==> config.mk <==
export PLATFORM = sky130hd
export DESIGN_NAME = arb_shared_bus
export DESIGN_NICKNAME = d
export VERILOG_FILES = /design/src/rtl/arb_pkg.sv /design/src/rtl/arb_sync.sv /design/src/rtl/arb_tmo.sv /design/src/rtl/arb_fsm.sv /design/src/rtl/arb_shared_bus.sv
export SDC_FILE = /design/constraint.sdc
export NUM_CORES = 1
export LEC_CHECK = 0
export ABC_AREA = 1
export BUFFER_PORTS_ARGS = -buffer_cell sky130_fd_sc_hd__buf_2
export CAP_MARGIN = 15
export CORE_AREA = 2 2 56 58
export DETAILED_ROUTE_END_ITERATION = 16
export DIE_AREA = 0 0 58 60
export PLACE_DENSITY = 0.62
export SYNTH_ARGS = -nofsm -noshare
export SYNTH_HDL_FRONTEND = slang
export SYNTH_HIERARCHICAL = 1
export SYNTH_SLANG_ARGS = --single-unit
==> constraint.sdc <==
create_clock -name clk -period 2.7 [get_ports clk]
set_input_delay 0.675 -clock clk [delete_from_list [all_inputs] [get_ports clk]]
set_output_delay 0.675 -clock clk [all_outputs]
set_load 0.05 [all_outputs]
==> src/rtl/arb_pkg.sv <==
package arb_pkg;

    typedef enum logic [2:0] {
        ST_IDLE  = 3'd0,
        ST_GNT_H = 3'd1,
        ST_OWN_H = 3'd2,
        ST_XAK_H = 3'd3,
        ST_GNT_T = 3'd4,
        ST_OWN_T = 3'd5,
        ST_XAK_T = 3'd6
    } arb_state_e;

    localparam logic [1:0] PH_IDLE = 2'b00;
    localparam logic [1:0] PH_GNT  = 2'b01;
    localparam logic [1:0] PH_OWN  = 2'b10;
    localparam logic [1:0] PH_XAK  = 2'b11;

    localparam int SYNC_W = 5;

endpackage

==> src/rtl/arb_sync.sv <==
module arb_sync #(
    parameter int W      = 1,
    parameter int STAGES = 2
) (
    input  logic         clk,
    input  logic         rst_n,
    input  logic [W-1:0] d,
    output logic [W-1:0] q
);

    logic [W-1:0] stg [STAGES];

    genvar s;
    generate
        for (s = 0; s < STAGES; s++) begin : g_stage
            if (s == 0) begin : g_first
                always_ff @(posedge clk or negedge rst_n) begin
                    if (!rst_n) stg[0] <= '1;
                    else        stg[0] <= d;
                end
            end else begin : g_rest
                always_ff @(posedge clk or negedge rst_n) begin
                    if (!rst_n) stg[s] <= '1;
                    else        stg[s] <= stg[s-1];
                end
            end
        end
    endgenerate

    assign q = stg[STAGES-1];

endmodule

==> src/rtl/arb_tmo.sv <==
module arb_tmo #(
    parameter int LIMIT = 16
) (
    input  logic clk,
    input  logic rst_n,
    input  logic en,
    output logic expire
);

    localparam int CW = (LIMIT > 1) ? $clog2(LIMIT) : 1;
    localparam logic [CW-1:0] LAST = CW'(LIMIT - 1);

    logic [CW-1:0] cnt_q;

    always_ff @(posedge clk or negedge rst_n) begin
        if (!rst_n)      cnt_q <= '0;
        else if (!en)    cnt_q <= '0;
        else if (expire) cnt_q <= '0;
        else             cnt_q <= cnt_q + 1'b1;
    end

    assign expire = en && (cnt_q == LAST);

endmodule

==> src/rtl/arb_fsm.sv <==
module arb_fsm
    import arb_pkg::*;
(
    input  logic       clk,
    input  logic       rst_n,
    input  logic       h_req,
    input  logic       h_ack,
    input  logic       t_req,
    input  logic       t_ack,
    input  logic       cs_rise,
    input  logic       tmo_exp,
    output logic       tmo_en,
    output logic       host_grant_n,
    output logic       term_grant_n,
    output logic       host_xack_n,
    output logic       term_xack_n,
    output logic       bus_busy,
    output logic [2:0] stat
);

    arb_state_e state_q, state_d;

    always_ff @(posedge clk or negedge rst_n) begin
        if (!rst_n) state_q <= ST_IDLE;
        else        state_q <= state_d;
    end

    // next-state selection
    always_comb begin
        state_d = state_q;
        unique case (state_q)
            ST_IDLE: begin
                if (t_req)      state_d = ST_GNT_T;
                else if (h_req) state_d = ST_GNT_H;
            end
            ST_GNT_H: begin
                if (h_ack)        state_d = ST_OWN_H;
                else if (tmo_exp) state_d = ST_IDLE;
            end
            ST_OWN_H: begin
                if (!h_ack)       state_d = ST_IDLE;
                else if (cs_rise) state_d = ST_XAK_H;
            end
            ST_XAK_H: begin
                if (h_ack) state_d = ST_OWN_H;
                else       state_d = ST_IDLE;
            end
            ST_GNT_T: begin
                if (t_ack)        state_d = ST_OWN_T;
                else if (tmo_exp) state_d = ST_IDLE;
            end
            ST_OWN_T: begin
                if (!t_ack)       state_d = ST_IDLE;
                else if (cs_rise) state_d = ST_XAK_T;
            end
            ST_XAK_T: begin
                if (t_ack) state_d = ST_OWN_T;
                else       state_d = ST_IDLE;
            end
            default: state_d = ST_IDLE;
        endcase
    end

    // output decode
    always_comb begin
        host_grant_n = 1'b1;
        term_grant_n = 1'b1;
        host_xack_n  = 1'b1;
        term_xack_n  = 1'b1;
        bus_busy     = 1'b1;
        tmo_en       = 1'b0;
        stat         = {1'b0, PH_IDLE};
        unique case (state_q)
            ST_IDLE: begin
                bus_busy = 1'b0;
            end
            ST_GNT_H: begin
                host_grant_n = 1'b0;
                tmo_en       = !h_req && !h_ack;
                stat         = {1'b0, PH_GNT};
            end
            ST_OWN_H: begin
                stat = {1'b0, PH_OWN};
            end
            ST_XAK_H: begin
                host_xack_n = 1'b0;
                stat        = {1'b0, PH_XAK};
            end
            ST_GNT_T: begin
                term_grant_n = 1'b0;
                tmo_en       = !t_req && !t_ack;
                stat         = {1'b1, PH_GNT};
            end
            ST_OWN_T: begin
                stat = {1'b1, PH_OWN};
            end
            ST_XAK_T: begin
                term_xack_n = 1'b0;
                stat        = {1'b1, PH_XAK};
            end
            default: bus_busy = 1'b0;
        endcase
    end

endmodule

==> src/rtl/arb_shared_bus.sv <==
module arb_shared_bus
    import arb_pkg::*;
#(
    parameter int TMO_CYC     = 16,
    parameter int SYNC_STAGES = 2
) (
    input  logic       clk,
    input  logic       rst_n,
    input  logic       host_req_n,
    input  logic       host_ack_n,
    input  logic       term_req_n,
    input  logic       term_ack_n,
    input  logic       ram_cs_n,
    output logic       host_grant_n,
    output logic       term_grant_n,
    output logic       host_xack_n,
    output logic       term_xack_n,
    output logic       bus_busy,
    output logic [2:0] stat
);

    logic [SYNC_W-1:0] raw_n, syn_n;
    logic cs_prev_q;
    logic cs_rise;
    logic tmo_en, tmo_exp;

    assign raw_n = {ram_cs_n, term_ack_n, term_req_n, host_ack_n, host_req_n};

    arb_sync #(.W(SYNC_W), .STAGES(SYNC_STAGES)) u_sync (
        .clk   (clk),
        .rst_n (rst_n),
        .d     (raw_n),
        .q     (syn_n)
    );

    always_ff @(posedge clk or negedge rst_n) begin
        if (!rst_n) cs_prev_q <= 1'b1;
        else        cs_prev_q <= syn_n[4];
    end

    assign cs_rise = syn_n[4] && !cs_prev_q;

    arb_tmo #(.LIMIT(TMO_CYC)) u_tmo (
        .clk    (clk),
        .rst_n  (rst_n),
        .en     (tmo_en),
        .expire (tmo_exp)
    );

    arb_fsm u_fsm (
        .clk          (clk),
        .rst_n        (rst_n),
        .h_req        (!syn_n[0]),
        .h_ack        (!syn_n[1]),
        .t_req        (!syn_n[2]),
        .t_ack        (!syn_n[3]),
        .cs_rise      (cs_rise),
        .tmo_exp      (tmo_exp),
        .tmo_en       (tmo_en),
        .host_grant_n (host_grant_n),
        .term_grant_n (term_grant_n),
        .host_xack_n  (host_xack_n),
        .term_xack_n  (term_xack_n),
        .bus_busy     (bus_busy),
        .stat         (stat)
    );

endmodule

==> flow_metrics.py <==
metrics = {
    "drt": {
        "vias_per_cell": 4.425,
        "drt_drc_violations_left": 0,
        "firstDrtPassIters": 4,
        "routed_wl_um": 1447,
        "detail-route-antenna-nets": 0,
        "vias": 677,
        "routedWlPerCell_um": 9.458,
        "dr.first_iter.drc_count": 13,
    },
    "sta": {
        "rsz0062_at_grt": "no",
        "fin_crit_ns": 2.155,
        "finalWorstSetupSlack_ns": 0.5448,
        "worst_slew_pin_slew_ns": 0.3862,
        "slew_violations": 0,
        "finalHoldWorstSlack_ns": 0.2953,
        "clock-skew-final_ns": 0.009186,
        "setup_viol": 0,
        "fmax_mhz": 464.0,
        "min_period_over_period_pct": 79.82,
        "relSlewSlack_pct": 74.26,
        "finalHoldViolations": 0,
        "fin_setup_tns_ns": 0,
    },
    "setup_path": {
        "crit_slowest_cell": "dfrtp_1",
        "critPathArrivalTime_ns": 1.48,
        "r2r.worst_path.cells": 12,
        "path_cells": "inv_2 > nand3_2 > inv_1 > a21oi_1 > buf_2",
        "cp.required_ns": 2.03,
        "max_stage_delay_ns": 0.55,
        "startpoint_type": "register",
        "r2r-end": "u_fsm/state_q[0]",
        "critPathTopFamily": "flip-flops",
        "worstPathMaxFanout": 8,
        "ff2ff_setup_slack_ns": 0.88,
        "cp-end-kind": "primary output",
        "cp_num_buf_inv": 3,
        "rr_startpoint": "u_fsm/state_q[0]",
        "crit_type": "register to primary output",
    },
    "floorplan": {
        "ioPinCount": 15,
        "start_util_pct": 31.59,
        "die_w_um": 58,
        "core_area_sq_um": 2903,
        "rows": 20,
        "die_area_sq_um": 3480,
        "dieHeight_um": 60,
    },
    "clock_tree": {
        "cts_resized": 0,
        "post-cts-setup-buffers": 0,
        "htree_levels": 1,
        "cts-root-buf": "clkbuf_4",
        "tritoncts": "built",
        "clock-sinks": 18,
        "ctsLongestPathBuffers": 2,
        "clkLatencyLatePin_ns": 0.28,
        "clk_pin_slew_ns": 0.10,
        "ctsHoldBuffers": 0,
        "cts_buffers": 3,
    },
    "synth": {
        "ys_warn_count": 6,
        "avgSynthCellArea_sq_um": 8.492,
        "synth_top_family_by_area": "simple AND/OR/NAND/NOR gates",
        "ys_ff_latch": 18,
        "yosysTopAreaCellShare_pct": 31.51,
        "synthSimpleGateAreaFrac_pct": 26.33,
        "yosys.area.top_type": "dfstp_2",
        "synth-xor-area-share_pct": 0,
        "synth_cells": 108,
        "seq_area_frac_synth_pct": 50.61,
        "synthAdderAreaFrac_pct": 1.364,
        "synth.area.top_cells": "dfstp_2 32%, dfrtp_1 19%, nand2_1 9.8%, inv_1 7.0%, buf_4 4.1%",
        "ys_types": 25,
        "syn_area_sq_um": 917.1,
        "synth_mux_area_share_pct": 0,
        "synth_compound_area_share_pct": 7.094,
        "syn_nets": 116,
    },
    "global_routing": {
        "grt_pass1_vias": 631,
        "grt_max_degree": 19,
        "antenna_found_initial": 0,
        "grt_pass1_wl_um": 2594,
        "grt.total_usage_pct": 9.570,
        "grt-ovfl-total": 0,
    },
    "status": {
        "status": "finished clean",
    },
    "power": {
        "power_leakage_nw": 0.5096,
        "p_total_mw": 1.070,
        "powerDensity_nw_per_um2": 1064,
        "vdd_drop_max_mv": 0.8443,
    },
    "cells_and_area": {
        "final_cell_area_sq_um": 1006,
        "final_common_cell": "nand2_1",
        "num-nets-final": 129,
        "area_growth_pct": 9.686,
        "diodes": 0,
        "final_cells": 153,
        "drive_above_1_share_pct": 37.50,
        "layout_common_cells": "24 x nand2_1, 17 x inv_1, 14 x buf_2, 11 x dfstp_2, 9 x nor2_1",
        "utilization_pct": 34.66,
    },
    "placed_design": {
        "place_ws_ns": 0.8625,
        "place_congestion": 0.8451,
        "hpwl_um": 1152,
        "io_buffers": 14,
        "placed_cells": 149,
        "place_area_sq_um": 979.7,
    },
    "run": {
        "drv_cap": 0,
    },
    "worst_hold_path": {
        "min_path_type": "input port to async pin",
    },
}
-- cells in the mapped netlist (all sizes together) --
| cell type | number |
|---|---|
| a21oi | 3 |
| clkinv | 1 |
| nand3 | 6 |
| o21ai | 3 |
| o31ai | 1 |
| buf | 6 |
| dfrtp | 7 |
| nor3 | 3 |
| nand4 | 1 |
| nand2 | 27 |
| nor2 | 15 |
| ha | 1 |
| o211ai | 2 |
| inv | 21 |
| dfstp | 11 |
-- layout make-up --
cell class              count  area, sq um
clock buffers               4        26.28
repair buffers             14        70.07
fillers                   318         1897
flip-flops and latches     18        464.2
well taps                  33        41.29
multi-input cells          62        319.1
inverters                  22        85.08
-- report_power, final --
part / total [mW] / switching, mW / internal (mW)
clock: 0.131 / 0.0734 / 0.0572
combinational: 0.574 / 0.431 / 0.143
sequential: 0.366 / 0.0556 / 0.310
total: 1.07 / 0.560 / 0.510
-- worst reg2reg max path: stages, from the launching register on --
cell and delay [ns]:
dfrtp_1 0.47, inv_2 0.15, nand2_2 0.10, nor2_2 0.11
inv_2 0.05, o31ai_2 0.27, nand2_1 0.08, nor2_1 0.15
nor3_1 0.08, nand2_1 0.06, nand3_1 0.08, nand2_1 0.07
nand2_1 0.05
-- worst max-delay path by stage --
stage               slack (ns)  cells past startpoint               end             start
CTS                       0.53                      5          bus_busy  u_fsm/state_q[1]
finish                    0.54                      5          bus_busy  u_fsm/state_q[1]
floorplan                 0.28                      6           stat[1]  u_fsm/state_q[1]
global placement          0.90                     12  u_fsm/state_q[0]  u_fsm/state_q[0]
global route              0.44                      5          bus_busy  u_fsm/state_q[1]
detailed placement        0.86                      5          bus_busy  u_fsm/state_q[1]
-- sequential cells by signal, summed over array words and instances (netlist names) --
| register | flops |
|---|---|
| u_sync/stg | 5 |
| u_fsm/state_q | 3 |
| u_sync/q | 5 |
| cs_prev_q | 1 |
| u_tmo/cnt_q | 4 |
-- per-layer routing --
metal	vias up	track usage (%)	part of all wire [%]
met2	33	14.61	41
li1	346	-	-
met1	296	13.61	50
met5	-	0	0
met4	0	3.987	0.97
met3	2	1.299	7.7
-- kinds of logic after synthesis --
logic type               after synthesis
adder cells (fa/ha/maj)                1
flip-flops                            18
buffers and inverters                 28
AND/OR/NAND/NOR                       52
AO/OA/AOI/OAI                          9
Note: power is estimated with default switching activity, not from simulation.
